`config.mk`:
```
export PLATFORM = sky130hd
export DESIGN_NAME = bidir_io_port
export DESIGN_NICKNAME = d
export VERILOG_FILES = /design/src/rtl/bidir_io_pkg.sv /design/src/rtl/bidir_io_sync.sv /design/src/rtl/bidir_io_regs.sv /design/src/rtl/bidir_io_pins.sv /design/src/rtl/bidir_io_rdmux.sv /design/src/rtl/bidir_io_port.sv
export SDC_FILE = /design/constraint.sdc
export NUM_CORES = 1
export LEC_CHECK = 0
export BUFFER_PORTS_ARGS = -buffer_cell sky130_fd_sc_hd__buf_4
export CAP_MARGIN = 20
export CORE_MARGIN = 1.5
export CORE_UTILIZATION = 44
export DETAILED_ROUTE_END_ITERATION = 8
export PLACE_DENSITY = 0.87
export SYNTH_ARGS = -nofsm -noshare
export SYNTH_HDL_FRONTEND = slang
export SYNTH_SLANG_ARGS = --single-unit
```
`constraint.sdc`:
```
create_clock -name clk_i -period 1.2 [get_ports clk_i]
set_input_delay 0.06 -clock clk_i [delete_from_list [all_inputs] [get_ports clk_i]]
set_output_delay 0.06 -clock clk_i [all_outputs]
set_load 0.02 [all_outputs]
```
`src/rtl/bidir_io_pkg.sv`:
```
package bidir_io_pkg;
  localparam int unsigned REG_W = 8;

  typedef enum logic [1:0] {
    SEL_NONE = 2'd0,
    SEL_DIR  = 2'd1,
    SEL_DATA = 2'd2
  } reg_sel_e;
endpackage

```
`src/rtl/bidir_io_sync.sv`:
```
module bidir_io_sync #(
  parameter int unsigned WIDTH  = 7,
  parameter int unsigned STAGES = 2
) (
  input  logic             clk_i,
  input  logic             rst_ni,
  input  logic [WIDTH-1:0] d_i,
  output logic [WIDTH-1:0] q_o
);
  logic [WIDTH-1:0] stage_q [STAGES];

  for (genvar s = 0; s < STAGES; s++) begin : g_stage
    always_ff @(posedge clk_i or negedge rst_ni) begin
      if (!rst_ni) stage_q[s] <= '0;
      else if (s == 0) stage_q[s] <= d_i;
      else stage_q[s] <= stage_q[(s == 0) ? 0 : s-1];
    end
  end

  assign q_o = stage_q[STAGES-1];
endmodule

```
`src/rtl/bidir_io_regs.sv`:
```
module bidir_io_regs
  import bidir_io_pkg::*;
#(
  parameter int unsigned NUM_PINS  = 7,
  parameter int unsigned ADDR_W    = 16,
  parameter logic [ADDR_W-1:0] DIR_ADDR  = 16'hFFB9,
  parameter logic [ADDR_W-1:0] DATA_ADDR = 16'hFFBB
) (
  input  logic                clk_i,
  input  logic                rst_ni,
  input  logic [ADDR_W-1:0]   addr_i,
  input  logic                wr_i,
  input  logic [REG_W-1:0]    wdata_i,
  output reg_sel_e            sel_o,
  output logic [NUM_PINS-1:0] dir_o,
  output logic [NUM_PINS-1:0] latch_o
);
  logic unused_rsvd;
  assign unused_rsvd = ^wdata_i[REG_W-1:NUM_PINS];

  always_comb begin
    if (addr_i == DIR_ADDR)       sel_o = SEL_DIR;
    else if (addr_i == DATA_ADDR) sel_o = SEL_DATA;
    else                          sel_o = SEL_NONE;
  end

  // reserved bit 7 has no storage; reset value 0x80 is reproduced on read
  always_ff @(posedge clk_i or negedge rst_ni) begin
    if (!rst_ni) begin
      dir_o   <= '0;
      latch_o <= '0;
    end else if (wr_i) begin
      if (sel_o == SEL_DIR)  dir_o   <= wdata_i[NUM_PINS-1:0];
      if (sel_o == SEL_DATA) latch_o <= wdata_i[NUM_PINS-1:0];
    end
  end
endmodule

```
`src/rtl/bidir_io_pins.sv`:
```
module bidir_io_pins #(
  parameter int unsigned NUM_PINS = 7,
  parameter int unsigned TMR_BASE = 1,
  parameter int unsigned TMR_PINS = 2
) (
  input  logic [NUM_PINS-1:0] dir_i,
  input  logic [NUM_PINS-1:0] latch_i,
  input  logic [TMR_PINS-1:0] tmr_oe_i,
  input  logic [TMR_PINS-1:0] tmr_val_i,
  output logic [NUM_PINS-1:0] pin_o,
  output logic [NUM_PINS-1:0] pin_oe_o,
  output logic [NUM_PINS-1:0] pin_pu_o
);
  for (genvar i = 0; i < NUM_PINS; i++) begin : g_pin
    logic oe, val;
    if (i >= TMR_BASE && i < TMR_BASE + TMR_PINS) begin : g_tmr
      localparam int unsigned K = i - TMR_BASE;
      assign oe  = tmr_oe_i[K] | dir_i[i];
      assign val = tmr_oe_i[K] ? tmr_val_i[K] : latch_i[i];
    end else begin : g_plain
      assign oe  = dir_i[i];
      assign val = latch_i[i];
    end
    assign pin_o[i]    = val;
    assign pin_oe_o[i] = oe;
    // latch doubles as pull-up enable, only while undriven
    assign pin_pu_o[i] = ~oe & latch_i[i];
  end
endmodule

```
`src/rtl/bidir_io_rdmux.sv`:
```
module bidir_io_rdmux
  import bidir_io_pkg::*;
#(
  parameter int unsigned NUM_PINS = 7
) (
  input  logic                clk_i,
  input  logic                rst_ni,
  input  logic                rd_i,
  input  reg_sel_e            sel_i,
  input  logic [NUM_PINS-1:0] dir_i,
  input  logic [NUM_PINS-1:0] latch_i,
  input  logic [NUM_PINS-1:0] lvl_i,
  output logic [REG_W-1:0]    rdata_o
);
  localparam int unsigned RSVD_W = REG_W - NUM_PINS;

  logic [REG_W-1:0] rd_val;

  always_comb begin
    unique case (sel_i)
      SEL_DIR:  rd_val = '1;
      SEL_DATA: rd_val = {{RSVD_W{1'b1}}, (dir_i & latch_i) | (~dir_i & lvl_i)};
      default:  rd_val = '0;
    endcase
  end

  always_ff @(posedge clk_i or negedge rst_ni) begin
    if (!rst_ni)   rdata_o <= '0;
    else if (rd_i) rdata_o <= rd_val;
    else           rdata_o <= '0;
  end
endmodule

```
`src/rtl/bidir_io_port.sv`:
```
module bidir_io_port
  import bidir_io_pkg::*;
#(
  parameter int unsigned NUM_PINS  = 7,
  parameter int unsigned ADDR_W    = 16,
  parameter logic [ADDR_W-1:0] DIR_ADDR  = 16'hFFB9,
  parameter logic [ADDR_W-1:0] DATA_ADDR = 16'hFFBB,
  parameter int unsigned SYNC_STAGES = 2,
  parameter int unsigned TMR_BASE  = 1,
  parameter int unsigned TMR_PINS  = 2
) (
  input  logic                clk_i,
  input  logic                rst_ni,
  input  logic [ADDR_W-1:0]   addr_i,
  input  logic                wr_i,
  input  logic                rd_i,
  input  logic [REG_W-1:0]    wdata_i,
  output logic [REG_W-1:0]    rdata_o,
  input  logic [NUM_PINS-1:0] pin_i,
  output logic [NUM_PINS-1:0] pin_o,
  output logic [NUM_PINS-1:0] pin_oe_o,
  output logic [NUM_PINS-1:0] pin_pu_o,
  output logic [NUM_PINS-1:0] pin_lvl_o,
  input  logic [TMR_PINS-1:0] tmr_oe_i,
  input  logic [TMR_PINS-1:0] tmr_val_i
);
  reg_sel_e            sel;
  logic [NUM_PINS-1:0] dir_q, latch_q, lvl;

  bidir_io_sync #(.WIDTH(NUM_PINS), .STAGES(SYNC_STAGES)) u_sync (
    .clk_i, .rst_ni, .d_i(pin_i), .q_o(lvl)
  );

  bidir_io_regs #(
    .NUM_PINS(NUM_PINS), .ADDR_W(ADDR_W), .DIR_ADDR(DIR_ADDR), .DATA_ADDR(DATA_ADDR)
  ) u_regs (
    .clk_i, .rst_ni, .addr_i, .wr_i, .wdata_i,
    .sel_o(sel), .dir_o(dir_q), .latch_o(latch_q)
  );

  bidir_io_pins #(.NUM_PINS(NUM_PINS), .TMR_BASE(TMR_BASE), .TMR_PINS(TMR_PINS)) u_pins (
    .dir_i(dir_q), .latch_i(latch_q), .tmr_oe_i, .tmr_val_i,
    .pin_o, .pin_oe_o, .pin_pu_o
  );

  bidir_io_rdmux #(.NUM_PINS(NUM_PINS)) u_rdmux (
    .clk_i, .rst_ni, .rd_i, .sel_i(sel),
    .dir_i(dir_q), .latch_i(latch_q), .lvl_i(lvl), .rdata_o
  );

  assign pin_lvl_o = lvl;
endmodule

```
==> out/results.tsv <==
stage	metric	value	unit
timing	drv_slew	0	
timing	period_needed	1.265	ns
drt	drtIter0Drc	18	
timing	fin_ws	-0.06494	ns
drt	ant_nets	0	
drt	drtPass1Iterations	4	
synthesis	avgSynthCellArea	13.33	µm²
place	dp_cells	208	
synthesis	synth_area	1480	µm²
clocking	cts_tree	yes	
synthesis	yosys_warnings	0	
worst_setup_path	path_class	reg2out	
global_routing	grt_pass1_vias	1123	
final_layout	final_cell_area	2172	µm²
place	place.gp.congestion	0.6595	
global_routing	antenna_found_initial	0	
global_routing	grt_overflow	0	
run	cap_violations	0	
drt	drt-total-wl	3440	µm
synthesis	synthDistinctLibCells	19	
floorplan	rows	20	
timing	hold_viol_final	0	
place	dp_slack	-0.2717	ns
timing	fin_crit_sh	1.054	
floorplan	coreArea	3128	µm²
timing	fin_skew	0.006259	ns
floorplan	start_util	0.4732	
power_and_ir_drop	ir_drop	0.0006078	V
timing	setup_viol	3	
worst_setup_path	critPathCaptureType	output port	
drt	avgRoutedWirePerCell	14.76	µm
place	dp_hpwl	2467	µm
run_status	violations	setup timing	
synthesis	ys_seq_area_frac	0.6086	
clocking	clockRootBuffer	clkbuf_4	
drt	vias	1121	
final_layout	num_antenna_cells	0	
worst_setup_path	critPathSlowestCell	dfrtp_1	
timing	rsz0062_at_grt	true	
floorplan	die_w	61	µm
synthesis	synth_area_leader_cell	dfrtp_1	
min_path	hold_class	in2reg	
final_layout	fin_cells	233	
timing	fmax	790.6	MHz
clocking	cts.sinks	36	
worst_setup_path	path_cells	or2_4 -> nor2_4 -> buf_6	
global_routing	grt_max_degree	37	
floorplan	die_area	3721	µm²
floorplan	io-pin-count	75	
drt	drc_errors	0	
timing	finalSetupTns	-0.1554	ns
clocking	h-tree-depth	2	
place	portBuffers	73	
worst_setup_path	path_max_fanout	2	
final_layout	syn_to_final_growth	46.75	%
global_routing	grt_pass1_wl	4940	µm
worst_setup_path	worst-path-buf-inv	1	
worst_setup_path	timing.rr.start	u_regs.dir_o[2]	
worst_setup_path	crit_required	1.14	ns
synthesis	ys_top_cells_by_area	dfrtp_1, buf_4, mux2_2, mux2i_1, a21oi_1	
synthesis	synthCells	111	
worst_setup_path	slowest_delay	0.41	ns
power_and_ir_drop	power_density	952.1	nW/µm²
synthesis	syn_nets	150	
clocking	path_clk_slew	0.10	ns
synthesis	yosys_register_bits	36	
synthesis	netlist.area_leader.share	0.6086	
run_status	status	finished, violations left	
power_and_ir_drop	leakage	1.119	nW
clocking	clock_path_buffers	2	
clocking	clock_latency	0.33	ns
worst_setup_path	worst_setup_path_start_kind	flop	
final_layout	layout-drive-gt1-share	0.5450	
worst_setup_path	crit_family	flip-flops	
worst_setup_path	startpoint	u_regs.dir_o[1]	
timing	relSlewSlack	0.7075	
worst_setup_path	critPathArrivalTime	1.20	ns
timing	tightest_slew	0.4388	ns
drt	viasPerCell	4.811	
place	postPlaceCellArea	1933	µm²
min_path	min_from	rd_i	
final_layout	layout.nets	228	
global_routing	track_usage	0.1868	
clocking	cts-buffers-inserted	5	
floorplan	chipHeight	61	µm
[routing by layer]
layer | vias up | wire (µm) | GRT usage
li1 | 516 | - | -
met1 | 540 | 1296 | 0.2111
met2 | 61 | 1813 | 0.3395
met3 | 4 | 295 | 0.05330
met4 | 0 | 34 | 0.05901
met5 | - | 0 | 0
[path summary, 6_finish.rpt]
path | end | slack [ns] | depth (start not counted)
setup reg to reg | u_rdmux.rdata_o[2] | 0.27 | 3
setup / recovery | pin_pu_o[1] | -0.06 | 3
max in group asynchronous | u_regs.dir_o[0] | 0.68 | 2
min in group asynchronous | u_rdmux.rdata_o[5] | 0.21 | 2
hold / removal | u_rdmux.rdata_o[7] | 0.09 | 4
hold reg to reg | u_sync.q_o[0] | 0.35 | 0
[area by class of cell]
cell class | count | area (µm²)
clock inverters | 1 | 5.005
clock buffers | 6 | 41.29
fillers | 236 | 955.9
multi-input cells | 51 | 422.9
repair buffers | 92 | 735.7
inverters | 3 | 11.26
flip-flops and latches | 36 | 900.9
well taps | 44 | 55.05
[timing repair]
action / CTS / global route
buffers inserted: 2 / 1
endpoints found under the hold margin: 57 / 0
endpoints found under the setup margin: 4 / 6
hold buffers: 15 / 0
resized for setup: 2 / 6
pin swaps: 4 / 4
[cells by family after synthesis]
logic type | count (synthesis) | share of synthesized area
multiplexers | 21 | 0.1538
AO/OA/AOI/OAI | 9 | 0.03043
flip-flops | 36 | 0.6086
AND/OR/NAND/NOR | 21 | 0.09299
buffers and inverters | 24 | 0.1141
[synth_stat cells]
library cell and n:
dfrtp_1 36, buf_4 21, mux2_2 14, a21oi_1 7, mux2i_1 7, nor2b_1 5
inv_1 3, nand2_1 3, nand4_1 2, nor2_1 2, o21ai_0 2, or2_2 2
nand2b_1 1, nand3_2 1, nand3b_1 1, nand3b_2 1, nand4b_1 1, nor4_1 1
nor4_2 1
[per-stage QoR]
stage,hold slack [ns],util,total power [mW]
3_3_place_gp,0.02526,0.6180,1.464
5_1_grt,0.09390,0.6944,2.165
4_1_cts,0.07745,0.6872,2.089
6_report,0.09195,0.6944,2.068
3_5_place_dp,0.03860,0.6180,1.471
2_1_floorplan,-0.2356,-,1.340
[flip-flops by register name (all words and copies together) (netlist names)]
signal	cells
u_rdmux.rdata_o	8
u_regs.dir_o	7
u_regs.latch_o	7
u_sync.q_o	7
u_sync.stage_q	7
[tightest hold or removal path: stages]
cell and delay (ns):
buf_4 0.08, nand2_1 0.04, buf_4 0.16, inv_1 0.06
[layout by cell type (no fill, tap or decap)]
master and n:
a21oi_1 7, buf_4 75, buf_6 2, clkbuf_1 1, clkbuf_4 5, clkinv_2 1
dfrtp_1 36, dlygate4sd3_1 15, inv_1 3, mux2_2 14, mux2i_1 7, nand2_1 3
nand2b_1 1, nand3_2 1, nand3b_1 1, nand3b_2 1, nand4_1 2, nand4b_1 1
nor2_1 1, nor2_4 1, nor2b_1 5, nor4_1 1, nor4_2 1, o21ai_1 2
or2_4 2
[power breakdown]
group          internal (mW)  leakage (nW)  switching (mW)
Combinational          0.146         0.621          0.0976
Sequential              1.24         0.471          0.0103
Clock                  0.216        0.0281           0.362
Total                   1.60          1.12           0.470
Power figures use the tool's default switching activity.
